===== config.mk =====
export PLATFORM = sky130hd
export DESIGN_NAME = pcs_4b5b_codec
export DESIGN_NICKNAME = d
export VERILOG_FILES = /design/src/rtl/pcs_codec_pkg.sv /design/src/rtl/pcs_tx_encoder.sv /design/src/rtl/pcs_rx_decoder.sv /design/src/rtl/pcs_4b5b_codec.sv
export SDC_FILE = /design/constraint.sdc
export NUM_CORES = 1
export LEC_CHECK = 0
export BUFFER_PORTS_ARGS = -buffer_cell sky130_fd_sc_hd__buf_4
export CAP_MARGIN = 5
export CORE_MARGIN = 3
export CORE_UTILIZATION = 54
export DETAILED_ROUTE_END_ITERATION = 10
export HOLD_SLACK_MARGIN = 0.03
export PLACE_DENSITY = 0.91
export SYNTH_ARGS = -nofsm -noshare
export SYNTH_HDL_FRONTEND = slang
export SYNTH_SLANG_ARGS = --single-unit

===== constraint.sdc =====
create_clock -name clk -period 2.45 [get_ports clk]
set_input_delay 0.49 -clock clk [delete_from_list [all_inputs] [get_ports clk]]
set_output_delay 0.49 -clock clk [all_outputs]
set_load 0.01 [all_outputs]

===== src/rtl/pcs_codec_pkg.sv =====
package pcs_codec_pkg;

    localparam int SYM_W   = 5;
    localparam int NIB_W   = 4;
    localparam int NIB_CNT = 1 << NIB_W;

    typedef logic [SYM_W-1:0] sym_t;
    typedef logic [NIB_W-1:0] nib_t;

    localparam sym_t SYM_IDLE = 5'b11111;
    localparam sym_t SYM_J    = 5'b11000;
    localparam sym_t SYM_K    = 5'b10001;
    localparam sym_t SYM_T    = 5'b01101;
    localparam sym_t SYM_R    = 5'b00111;
    localparam sym_t SYM_HALT = 5'b00100;

    typedef struct packed {
        logic hit;
        nib_t nib;
    } dec_t;

    typedef enum logic [1:0] {
        TX_IDLE,
        TX_SEND_K,
        TX_DATA,
        TX_SEND_R
    } tx_state_e;

    typedef enum logic [2:0] {
        RX_HUNT,
        RX_SAW_J,
        RX_FRAME,
        RX_SAW_T,
        RX_SAW_IDLE
    } rx_state_e;

    function automatic sym_t enc_nib(nib_t n);
        sym_t s;
        unique case (n)
            4'h0: s = 5'b11110;
            4'h1: s = 5'b01001;
            4'h2: s = 5'b10100;
            4'h3: s = 5'b10101;
            4'h4: s = 5'b01010;
            4'h5: s = 5'b01011;
            4'h6: s = 5'b01110;
            4'h7: s = 5'b01111;
            4'h8: s = 5'b10010;
            4'h9: s = 5'b10011;
            4'hA: s = 5'b10110;
            4'hB: s = 5'b10111;
            4'hC: s = 5'b11010;
            4'hD: s = 5'b11011;
            4'hE: s = 5'b11100;
            4'hF: s = 5'b11101;
            default: s = SYM_IDLE;
        endcase
        return s;
    endfunction

    // Reverse lookup built by searching the forward table.
    function automatic dec_t dec_sym(sym_t s);
        dec_t r;
        r.hit = 1'b0;
        r.nib = '0;
        for (int i = 0; i < NIB_CNT; i++) begin
            if (s == enc_nib(nib_t'(i))) begin
                r.hit = 1'b1;
                r.nib = nib_t'(i);
            end
        end
        return r;
    endfunction

endpackage


===== src/rtl/pcs_tx_encoder.sv =====
module pcs_tx_encoder
    import pcs_codec_pkg::*;
(
    input  logic             clk,
    input  logic             rst_n,
    input  logic             bypass,
    input  logic             tx_en,
    input  logic             tx_er,
    input  logic [NIB_W-1:0] tx_nib,
    input  logic [SYM_W-1:0] tx_raw,
    output logic [SYM_W-1:0] tx_code
);

    tx_state_e state_q, state_d;
    sym_t      code_q, code_d;

    always_comb begin
        state_d = state_q;
        code_d  = SYM_IDLE;
        if (bypass) begin
            state_d = TX_IDLE;
            code_d  = tx_raw;
        end else begin
            unique case (state_q)
                TX_IDLE: begin
                    if (tx_en) begin
                        code_d  = SYM_J;
                        state_d = TX_SEND_K;
                    end
                end
                TX_SEND_K: begin
                    code_d  = SYM_K;
                    state_d = TX_DATA;
                end
                TX_DATA: begin
                    if (tx_en) begin
                        code_d = tx_er ? SYM_HALT : enc_nib(tx_nib);
                    end else begin
                        code_d  = SYM_T;
                        state_d = TX_SEND_R;
                    end
                end
                TX_SEND_R: begin
                    code_d  = SYM_R;
                    state_d = TX_IDLE;
                end
                default: state_d = TX_IDLE;
            endcase
        end
    end

    always_ff @(posedge clk) begin
        if (!rst_n) state_q <= TX_IDLE;
        else        state_q <= state_d;
    end

    always_ff @(posedge clk) begin
        if (!rst_n) code_q <= SYM_IDLE;
        else        code_q <= code_d;
    end

    assign tx_code = code_q;


    tx_k_after_j_chk: assert property (@(posedge clk) disable iff (!rst_n)
        (code_q == SYM_J && state_q == TX_SEND_K && !bypass) |=> (code_q == SYM_K));


    tx_r_after_t_chk: assert property (@(posedge clk) disable iff (!rst_n)
        (code_q == SYM_T && state_q == TX_SEND_R && !bypass) |=> (code_q == SYM_R));


    tx_idle_fill_chk: assert property (@(posedge clk) disable iff (!rst_n)
        (state_q == TX_IDLE && !tx_en && !bypass) |=> (code_q == SYM_IDLE));


    tx_bypass_raw_chk: assert property (@(posedge clk) disable iff (!rst_n)
        bypass |=> (code_q == $past(tx_raw)));

endmodule


===== src/rtl/pcs_rx_decoder.sv =====
module pcs_rx_decoder
    import pcs_codec_pkg::*;
(
    input  logic             clk,
    input  logic             rst_n,
    input  logic             bypass,
    input  logic [SYM_W-1:0] rx_code,
    output logic [SYM_W-1:0] rx_raw,
    output logic [NIB_W-1:0] rx_nib,
    output logic             rx_dv,
    output logic             rx_er,
    output logic             rx_early_end
);

    rx_state_e state_q, state_d;
    dec_t      dec;
    logic      dv_d, er_d, ee_d;
    nib_t      nib_d;
    logic      dv_q, er_q, ee_q;
    nib_t      nib_q;
    sym_t      raw_q;

    assign dec = dec_sym(rx_code);

    always_comb begin
        state_d = state_q;
        dv_d    = 1'b0;
        er_d    = 1'b0;
        ee_d    = 1'b0;
        nib_d   = '0;
        if (bypass) begin
            state_d = RX_HUNT;
        end else begin
            unique case (state_q)
                RX_HUNT: begin
                    if (rx_code == SYM_J) state_d = RX_SAW_J;
                end
                RX_SAW_J: begin
                    if (rx_code == SYM_K)      state_d = RX_FRAME;
                    else if (rx_code == SYM_J) state_d = RX_SAW_J;
                    else                       state_d = RX_HUNT;
                end
                RX_FRAME: begin
                    if (dec.hit) begin
                        dv_d  = 1'b1;
                        nib_d = dec.nib;
                    end else if (rx_code == SYM_T) begin
                        state_d = RX_SAW_T;
                    end else if (rx_code == SYM_IDLE) begin
                        state_d = RX_SAW_IDLE;
                    end else begin
                        dv_d = 1'b1;
                        er_d = 1'b1;
                    end
                end
                RX_SAW_T: begin
                    state_d = RX_HUNT;
                    er_d    = (rx_code != SYM_R);
                end
                RX_SAW_IDLE: begin
                    if (rx_code == SYM_IDLE) begin
                        state_d = RX_HUNT;
                        ee_d    = 1'b1;
                    end else if (dec.hit) begin
                        state_d = RX_FRAME;
                        dv_d    = 1'b1;
                        nib_d   = dec.nib;
                    end else if (rx_code == SYM_T) begin
                        state_d = RX_SAW_T;
                    end else begin
                        state_d = RX_FRAME;
                        dv_d    = 1'b1;
                        er_d    = 1'b1;
                    end
                end
                default: state_d = RX_HUNT;
            endcase
        end
    end

    always_ff @(posedge clk) begin
        if (!rst_n) state_q <= RX_HUNT;
        else        state_q <= state_d;
    end

    always_ff @(posedge clk) begin
        if (!rst_n) begin
            dv_q  <= 1'b0;
            er_q  <= 1'b0;
            ee_q  <= 1'b0;
            nib_q <= '0;
            raw_q <= SYM_IDLE;
        end else begin
            dv_q  <= dv_d;
            er_q  <= er_d;
            ee_q  <= ee_d;
            nib_q <= nib_d;
            raw_q <= rx_code;
        end
    end

    assign rx_dv        = dv_q;
    assign rx_er        = er_q;
    assign rx_early_end = ee_q;
    assign rx_nib       = nib_q;
    assign rx_raw       = raw_q;


    rx_bypass_quiet_chk: assert property (@(posedge clk) disable iff (!rst_n)
        bypass |=> (!rx_dv && !rx_er && !rx_early_end));


    rx_early_end_no_data_chk: assert property (@(posedge clk) disable iff (!rst_n)
        rx_early_end |-> (!rx_dv && state_q == RX_HUNT));


    rx_hunt_no_data_chk: assert property (@(posedge clk) disable iff (!rst_n)
        (state_q == RX_HUNT || state_q == RX_SAW_J) |=> !rx_dv);


    rx_raw_delay_chk: assert property (@(posedge clk) disable iff (!rst_n)
        1'b1 |=> (rx_raw == $past(rx_code)));

endmodule


===== src/rtl/pcs_4b5b_codec.sv =====
module pcs_4b5b_codec
    import pcs_codec_pkg::*;
(
    input  logic             clk,
    input  logic             rst_n,
    input  logic             cfg_bypass,
    input  logic             strap_bypass,
    input  logic             tx_en,
    input  logic             tx_er,
    input  logic [NIB_W-1:0] tx_nib,
    input  logic [SYM_W-1:0] tx_raw,
    output logic [SYM_W-1:0] tx_code,
    input  logic [SYM_W-1:0] rx_code,
    output logic [SYM_W-1:0] rx_raw,
    output logic [NIB_W-1:0] rx_nib,
    output logic             rx_dv,
    output logic             rx_er,
    output logic             rx_early_end
);

    logic coding_off;

    // Either source alone disables coding.
    assign coding_off = cfg_bypass | strap_bypass;

    pcs_tx_encoder u_tx (
        .clk     (clk),
        .rst_n   (rst_n),
        .bypass  (coding_off),
        .tx_en   (tx_en),
        .tx_er   (tx_er),
        .tx_nib  (tx_nib),
        .tx_raw  (tx_raw),
        .tx_code (tx_code)
    );

    pcs_rx_decoder u_rx (
        .clk          (clk),
        .rst_n        (rst_n),
        .bypass       (coding_off),
        .rx_code      (rx_code),
        .rx_raw       (rx_raw),
        .rx_nib       (rx_nib),
        .rx_dv        (rx_dv),
        .rx_er        (rx_er),
        .rx_early_end (rx_early_end)
    );

endmodule


==> run summary, run 1 <==
Main synth FF type = dfxtp_1
Post-Syn Nets = 162
f_max = 644 MHz
die width = 53.7 um
Layout area overhead = 25.1%
1st-iter DRT viols = 36
CP endpoint kind = flip-flop
fin nets = 196
synthesized flop and latch total = 22
Async SR Flop Fraction = 0
Die Y = 53.7 um
clk_lat worst skew = 310 ps
Startpoint Class = flip-flop
worst ir drop on vdd = 0.375 mV
clk buf depth = 2
Via density = 5.88
Final Non-Filler Cells = 198
root buf cell = clkbuf_4
register clock-pin slew on the reported worst setup and hold paths = 130 ps
post-DP HPWL = 2.22 mm
RD Place Congestion = 0.820
clk_skew = 4.71 ps
Ys Warns = 0
max cap viols = 0
number of gates resized after CTS = 0
CTS tree = yes
most common cell after layout, fill and taps aside = buf_4
Req. time, crit path = 2660 ps
Setup WS post-layout = 897 ps
cts hold-fix bufs = 0
# Post-CTS Setup Buffers = 0
PwrDens = 504 nW/um2
Rel. slew slack = 0.623
I/O Pins = 37
period utilization = 0.634
first-pass GRT wire length = 4.66 mm
mean post-synth cell area = 8.90 um2
Num Clock Sinks = 22
Core Util, Final = 0.745
Antenna diodes = 0
core area = 2060 um2
final WL = 2.92 mm
Global Route Usage Sum = 0.223
final hold violation count = 0
RSZ-0062 raised after global routing = no
largest net degree at the start of global routing = 14
Yosys cell types = 48
Leakage = 0.000609 uW
post-synth top area share = 0.358
CP arrival = 1760 ps
worst-path fanout max = 6
GR Overflow Total = 0
share of layout cells above drive strength 1 = 0.298
number of global-route vias before repair = 1,047
drt wl/cell = 14.8 um
Worst Hold Path Cells = 2
Setup violations, final = 0
Placement Setup Slack = 638 ps
Pins Over Slew Limit = 0
EDFF count, synth = 0
mapped cell area = 1230 um2
Port Buffers = 36
cts bufs inserted = 3
DR pass1 iterations = 4
leading area contributor after synthesis = dfxtp_1
Final TNS setup = 0 ps
class of the worst hold path = input port to flip-flop
row cnt = 16
cell count of the worst reg-to-reg path = 5
commonest cells after routing, fill and taps aside = buf_4, dfxtp_1, nand2_1, nor2_1, nand2b_1
top cells by area, synth = dfxtp_1, ha_1, nand2b_1
Routed Antenna Nets = 0
area occupied by multi-input gates = 721 um2
Crit Path Category = flip-flop to flip-flop
die area = 2880 um2
worst-margin pin slew = 564 ps
Tmin final = 1550 ps
Inst Count DP = 194
Worst Hold Slack = 387 ps
DR DRC count = 0
starting density of the core = 0.596
filler cell count = 151
Mapped Cells = 138
Seq/Total Area, Yosys = 0.358
htree depth = 1
antenna violations before repair = 0
status = completed
vias post-DR = 1,165
FF/Latch Area = 440 um2
-- cell usage after synthesis (2+ instances only) --
master,n
ha_1,4
a2111oi_2,2
nor2b_1,3
buf_2,3
nor3b_2,3
o21ai_0,6
buf_6,2
nor3_1,7
a211oi_1,2
nand2_1,11
xnor2_1,2
dfxtp_1,22
or2_1,2
nand2b_1,8
nor2_1,11
a21oi_1,3
nor4_1,5
o21ai_1,3
a311oi_1,2
nand3_1,3
o211ai_1,3
inv_1,5
-- metal layers --
metal  track usage  up-vias  routed length [um]
li1              -      566                   -
met1         0.245      541                1170
met2         0.409       49                1490
met3        0.0471        9                 188
met4        0.0894        0                  81
met5             0        -                   0
-- kinds of logic (layout without fill, tap and decap cells) --
family,after synthesis,count (layout),synth area share
adder cells (fa/ha/maj),4,4,0.0407
AO/OA/AOI/OAI,34,34,0.213
flip-flops,22,22,0.358
multiplexers,1,1,0.00815
buffers and inverters,12,45,0.0550
AND/OR/NAND/NOR,62,62,0.303
XOR/XNOR,3,3,0.0214
-- path summary, 6_finish.rpt --
path                   start              end  slack (ps)
min reg2reg  u_tx.state_q[1]  u_tx.state_q[1]         590
max          u_tx.state_q[0]  u_tx.tx_code[1]         900
max reg2reg  u_tx.state_q[0]  u_tx.tx_code[1]         900
min                tx_raw[0]  u_tx.tx_code[0]         390
-- sequential cells by signal, indices dropped and copies added, names as in the netlist --
signal	cells
u_tx.tx_code	5
u_rx.rx_early_end	1
u_rx.rx_nib	4
u_tx.state_q	2
u_rx.rx_er	1
u_rx.rx_dv	1
u_rx.state_q	3
u_rx.rx_raw	5
-- report_power, final --
group          total (uW)  internal, uW  switching [uW]
logic                 119          55.8            62.8
clock network         283           165             118
registers             372           368            3.66
total                 774           589             184
-- layout make-up --
type / instances / area share
clock buffers: 3 / 0.0147
clock inverters: 1 / 0.0195
inverters: 5 / 0.0122
multi-input cells: 104 / 0.469
flip-flops and latches: 22 / 0.287
well taps: 27 / 0.0220
repair buffers: 36 / 0.176
-- critical path, cell delays in order, from the launching register on --
cell,delay (ps)
dfxtp_1,440
inv_1,110
ha_1,280
and3b_1,220
a311oi_1,280
o211ai_1,130
-- stage by stage --
stage,total power (uW),area [um2]
floorplan,443,1230
global route,808,1540
CTS,776,1540
global placement,492,1480
detailed placement,496,1480
finish,774,1540
Note: power is estimated with default switching activity, not from simulation.
==> inputs of run 2 (changes only) <==
- CORE_UTILIZATION: 54 -> 50
- PLACE_DENSITY: 0.91 -> 0.86
- clock period: 2.45 -> 1.5 ns (I/O delays scaled with it)
==> run summary, run 2 (synthesis gave the netlist of run 1 again) <==
status = completed
Rel. slew slack = 0.582
Critical path buffers and inverters = 0
Worst R2R Setup Slack = 110 ps
Die Y = 55.6 um
Final Non-Filler Cells = 209
sw power = 297 uW
Leakage = 0.000659 uW
CP peak stage delay = 740 ps
cts hold-fix bufs = 0
die area = 3090 um2
RSZ-0062 raised after global routing = no
filler cell count = 171
PwrDens = 783 nW/um2
core area = 2280 um2
HP Start = tx_raw[0]
part of the power in registers = 0.476
starting density of the core = 0.540
register clock-pin slew on the reported worst setup and hold paths = 130 ps
htree depth = 1
Port Buffers = 36
Final TNS setup = 0 ps
share of layout cells above drive strength 1 = 0.354
commonest cells after routing, fill and taps aside = buf_4, dfxtp_1, nand2_1, nor2_1, nand2b_1
most common cell after layout, fill and taps aside = buf_4
I/O Pins = 37
worst-margin pin slew = 625 ps
max cap viols = 0
Via density = 5.61
first-pass GRT wire length = 5.06 mm
area occupied by multi-input gates = 733 um2
DR pass1 iterations = 6
number of global-route vias before repair = 1,117
drt wl/cell = 14.4 um
period utilization = 0.928
number of gates resized after CTS = 0
final hold violation count = 0
Crit Path Category = flip-flop to flip-flop
Startpoint Class = flip-flop
FF/Latch Area = 442 um2
Antenna diodes = 0
RD Place Congestion = 0.908
Comb pwr share = 0.167
vias post-DR = 1,172
row cnt = 17
Num Clock Sinks = 22
Setup WS post-layout = 109 ps
GR Overflow Total = 0
Setup violations, final = 0
clk_lat worst skew = 300 ps
Worst Hold Slack = 218 ps
worst-path fanout max = 13
R2R Path Start = u_rx.state_q[0]
Global Route Usage Sum = 0.198
largest net degree at the start of global routing = 14
Core Util, Final = 0.715
Routed Antenna Nets = 0
DR DRC count = 0
clock network power share = 0.357
Inst Count DP = 205
CP startpoint = u_rx.state_q[0]
Crit path max-delay family = flip-flops
die width = 55.6 um
# Post-CTS Setup Buffers = 0
Tmin final = 1390 ps
class of the worst hold path = input port to flip-flop
clk buf depth = 2
final WL = 3.02 mm
f_max = 719 MHz
root buf cell = clkbuf_4
crit-path cells = nor4bb_1, a221oi_1, o22ai_1
CP arrival = 1630 ps
cts bufs inserted = 3
Power Internal = 977 uW
Slowest-stage cell, CP = dfxtp_1
post-DP HPWL = 2.30 mm
Req. time, crit path = 1740 ps
CTS tree = yes
Pins Over Slew Limit = 0
1st-iter DRT viols = 30
Placement Setup Slack = -32.3 ps
worst ir drop on vdd = 0.678 mV
clk_skew = 5.34 ps
fin nets = 206
CP endpoint kind = flip-flop
antenna violations before repair = 0
switch share = 0.233
Layout area overhead = 32.4%
-- run 2: changes by cell type in the layout (fill, tap and decap cells not counted), sizes merged --
cell,delta
buf,+10
-- run 2: final cells by class --
class,count,share of cell area
Multi-Input combinational cell,104,0.451
Sequential cell,22,0.272
Timing Repair Buffer,46,0.212
Tap cell,28,0.0215
Clock inverter,1,0.0185
Clock buffer,3,0.0138
Inverter,5,0.0115
-- run 2: metrics by stage --
stage	area, um2	power [uW]
floorplan	1230	723
global placement	1560	821
detailed placement	1560	827
CTS	1610	1270
global route	1630	1330
finish	1630	1270
-- run 2: path summary, 6_finish.rpt --
path	end	cells past startpoint
worst min-delay path	u_tx.tx_code[0]	2
worst max register to register	u_rx.state_q[1]	3
worst min register to register	u_tx.state_q[1]	2
worst max-delay path	u_rx.state_q[1]	3
-- run 2: power groups by stage --
stage | Clock (uW) | Combinational [uW] | Sequential (uW)
floorplan | 0 | 94.8 | 628
finish | 455 | 212 | 607
CTS | 457 | 208 | 607
global placement | 0 | 202 | 619
detailed placement | 0 | 207 | 620
global route | 486 | 231 | 609
-- run 2: metal layers --
metal	track usage	up-vias	part of all wire
li1	-	589	-
met1	0.236	535	0.41
met2	0.358	46	0.53
met3	0.0348	2	0.057
met4	0.0625	0	0.0053
met5	0	-	0
==> inputs of run 3 (changes only) <==
- ABC_AREA: not set -> 1
- CORE_UTILIZATION: 50 -> 51
==> run summary, run 3 <==
status = completed
clk_skew = 7.49 ps
most common cell after layout, fill and taps aside = nand2_1
Die Y = 57.3 um
class of the worst hold path = input port to flip-flop
clock network power share = 0.353
1st-iter DRT viols = 56
Critical path buffers and inverters = 1
fin nets = 251
Seq/Total Area, Yosys = 0.328
core area = 2360 um2
I/O Pins = 37
root buf cell = clkbuf_4
top cells by area, synth = dfxtp_1, nand2_1, nand3_1
Global Route Usage Sum = 0.180
Post-DP Area = 1600 um2
die area = 3280 um2
post-synth top area share = 0.328
Comb pwr share = 0.172
cts hold-fix bufs = 0
final WL = 2.79 mm
number of global-route vias before repair = 1,193
Worst Hold Path Cells = 3
Tmin final = 1390 ps
die width = 57.3 um
GR Overflow Total = 0
DR DRC count = 0
crit-path cells = inv_1, ha_1, nand2_1, nor2_1, o21ai_0, nor3_1, o21ai_0, nand2_1
Crit path max-delay family = simple AND/OR/NAND/NOR gates
synthesized flop and latch total = 22
starting density of the core = 0.568
Routed Antenna Nets = 0
Crit Path Category = flip-flop to flip-flop
vias post-DR = 1,315
most frequent cell after synthesis = nand2_1
RD Place Congestion = 0.812
Ys Warns = 0
max cap viols = 0
Rel. slew slack = 0.856
R2R Path Start = u_tx.state_q[0]
mapped cell area = 1340 um2
worst r2r dst = u_tx.tx_code[4]
Main synth FF type = dfxtp_1
Async SR Flop Fraction = 0
worst-path fanout max = 4
Pins Over Slew Limit = 0
Layout area overhead = 23.3%
Req. time, crit path = 1760 ps
CTS tree = yes
cell count of the worst reg-to-reg path = 8
DR pass1 iterations = 4
sw power = 313 uW
post-DP HPWL = 2.25 mm
antenna violations before repair = 0
CP arrival = 1650 ps
endpoint of the worst hold path = u_tx.tx_code[4]
mean post-synth cell area = 7.06 um2
HP Start = tx_raw[4]
Power Internal = 966 uW
Worst Hold Slack = 202 ps
drt wl/cell = 11.0 um
Num Clock Sinks = 22
RSZ-0062 raised after global routing = no
period utilization = 0.925
register clock-pin slew on the reported worst setup and hold paths = 130 ps
number of gates resized after CTS = 0
Final Cell Area = 1650 um2
Via density = 5.18
row cnt = 17
clk buf depth = 2
cts bufs inserted = 3
PwrDens = 773 nW/um2
leading area contributor after synthesis = dfxtp_1
Core Util, Final = 0.701
Yosys cell types = 26
Port Buffers = 36
EDFF count, synth = 0
Startpoint Class = flip-flop
Post-Syn Nets = 214
Leakage = 0.000800 uW
final hold violation count = 0
largest net degree at the start of global routing = 14
Worst R2R Setup Slack = 110 ps
worst ir drop on vdd = 0.615 mV
f_max = 720 MHz
# Post-CTS Setup Buffers = 0
most instantiated cells after synthesis = nand2_1, dfxtp_1, inv_1, nand3_1, nor2_1
switch share = 0.245
share of layout cells above drive strength 1 = 0.332
Slowest-stage cell, CP = dfxtp_1
CP endpoint kind = flip-flop
Mapped Cells = 190
clk_lat worst skew = 310 ps
commonest cells after routing, fill and taps aside = nand2_1, buf_4, dfxtp_1
Antenna diodes = 0
htree depth = 1
CP peak stage delay = 350 ps
first-pass GRT wire length = 4.78 mm
worst-margin pin slew = 214 ps
Setup violations, final = 0
Final TNS setup = 0 ps
part of the power in registers = 0.476
-- run 3: power by group through the flow --
stage / Clock (uW) / Combinational [uW] / Sequential (uW)
6_report: 451 / 219 / 608
5_1_grt: 479 / 245 / 611
4_1_cts: 461 / 220 / 609
3_5_place_dp: 0 / 219 / 622
3_3_place_gp: 0 / 217 / 621
2_1_floorplan: 0 / 127 / 630
-- run 3: layer usage --
metal,global-route usage,share of wire,vias up
met2,0.282,0.46,56
met4,0.0430,0.012,0
met3,0.0498,0.092,4
li1,-,-,683
met1,0.247,0.44,572
met5,0,0,-
-- run 3: worst max-delay path by stage --
stage | end | slack (ps) | startpoint | cells after the start
after floorplan | u_tx.tx_code[4] | 350 | u_tx.state_q[0] | 8
after global placement | u_tx.tx_code[4] | 110 | u_tx.state_q[0] | 8
after detailed placement | u_tx.tx_code[4] | 190 | u_tx.state_q[0] | 8
after CTS | u_tx.tx_code[4] | 140 | u_tx.state_q[0] | 8
after global routing | u_tx.tx_code[4] | 30 | u_tx.state_q[0] | 8
final | u_tx.tx_code[4] | 110 | u_tx.state_q[0] | 8
-- run 3: metrics by stage --
step | setup slack (ps) | total power [uW] | cells
final | 112 | 1280 | 254
after global routing | 34.2 | 1340 | 254
after CTS | 142 | 1290 | 254
after detailed placement | 190 | 841 | 250
after global placement | 109 | 838 | 250
after floorplan | 347 | 757 | 190
-- run 3: final cells by class --
type	instances	area (um2)
multi-input cells	137	747
fillers	199	707
flip-flops and latches	22	440
repair buffers	36	270
inverters	27	109
well taps	28	35.0
clock inverters	1	30.0
clock buffers	3	22.5
-- run 3: kinds of logic after synthesis --
group	after synthesis	share of synthesized area
DFF	22	0.328
AOI/OAI and AO/OA	26	0.105
adders and majority gates	4	0.0373
buffers and inverters	31	0.115
and+or+nand+nor	107	0.414
-- run 3: worst register-to-register path, cell delays in order, from the launching register on --
cell     delay [ps]
dfxtp_1         350
inv_1           120
ha_1            210
nand2_1          80
nor2_1          160
o21ai_0         130
nor3_1          130
o21ai_0          90
nand2_1          60
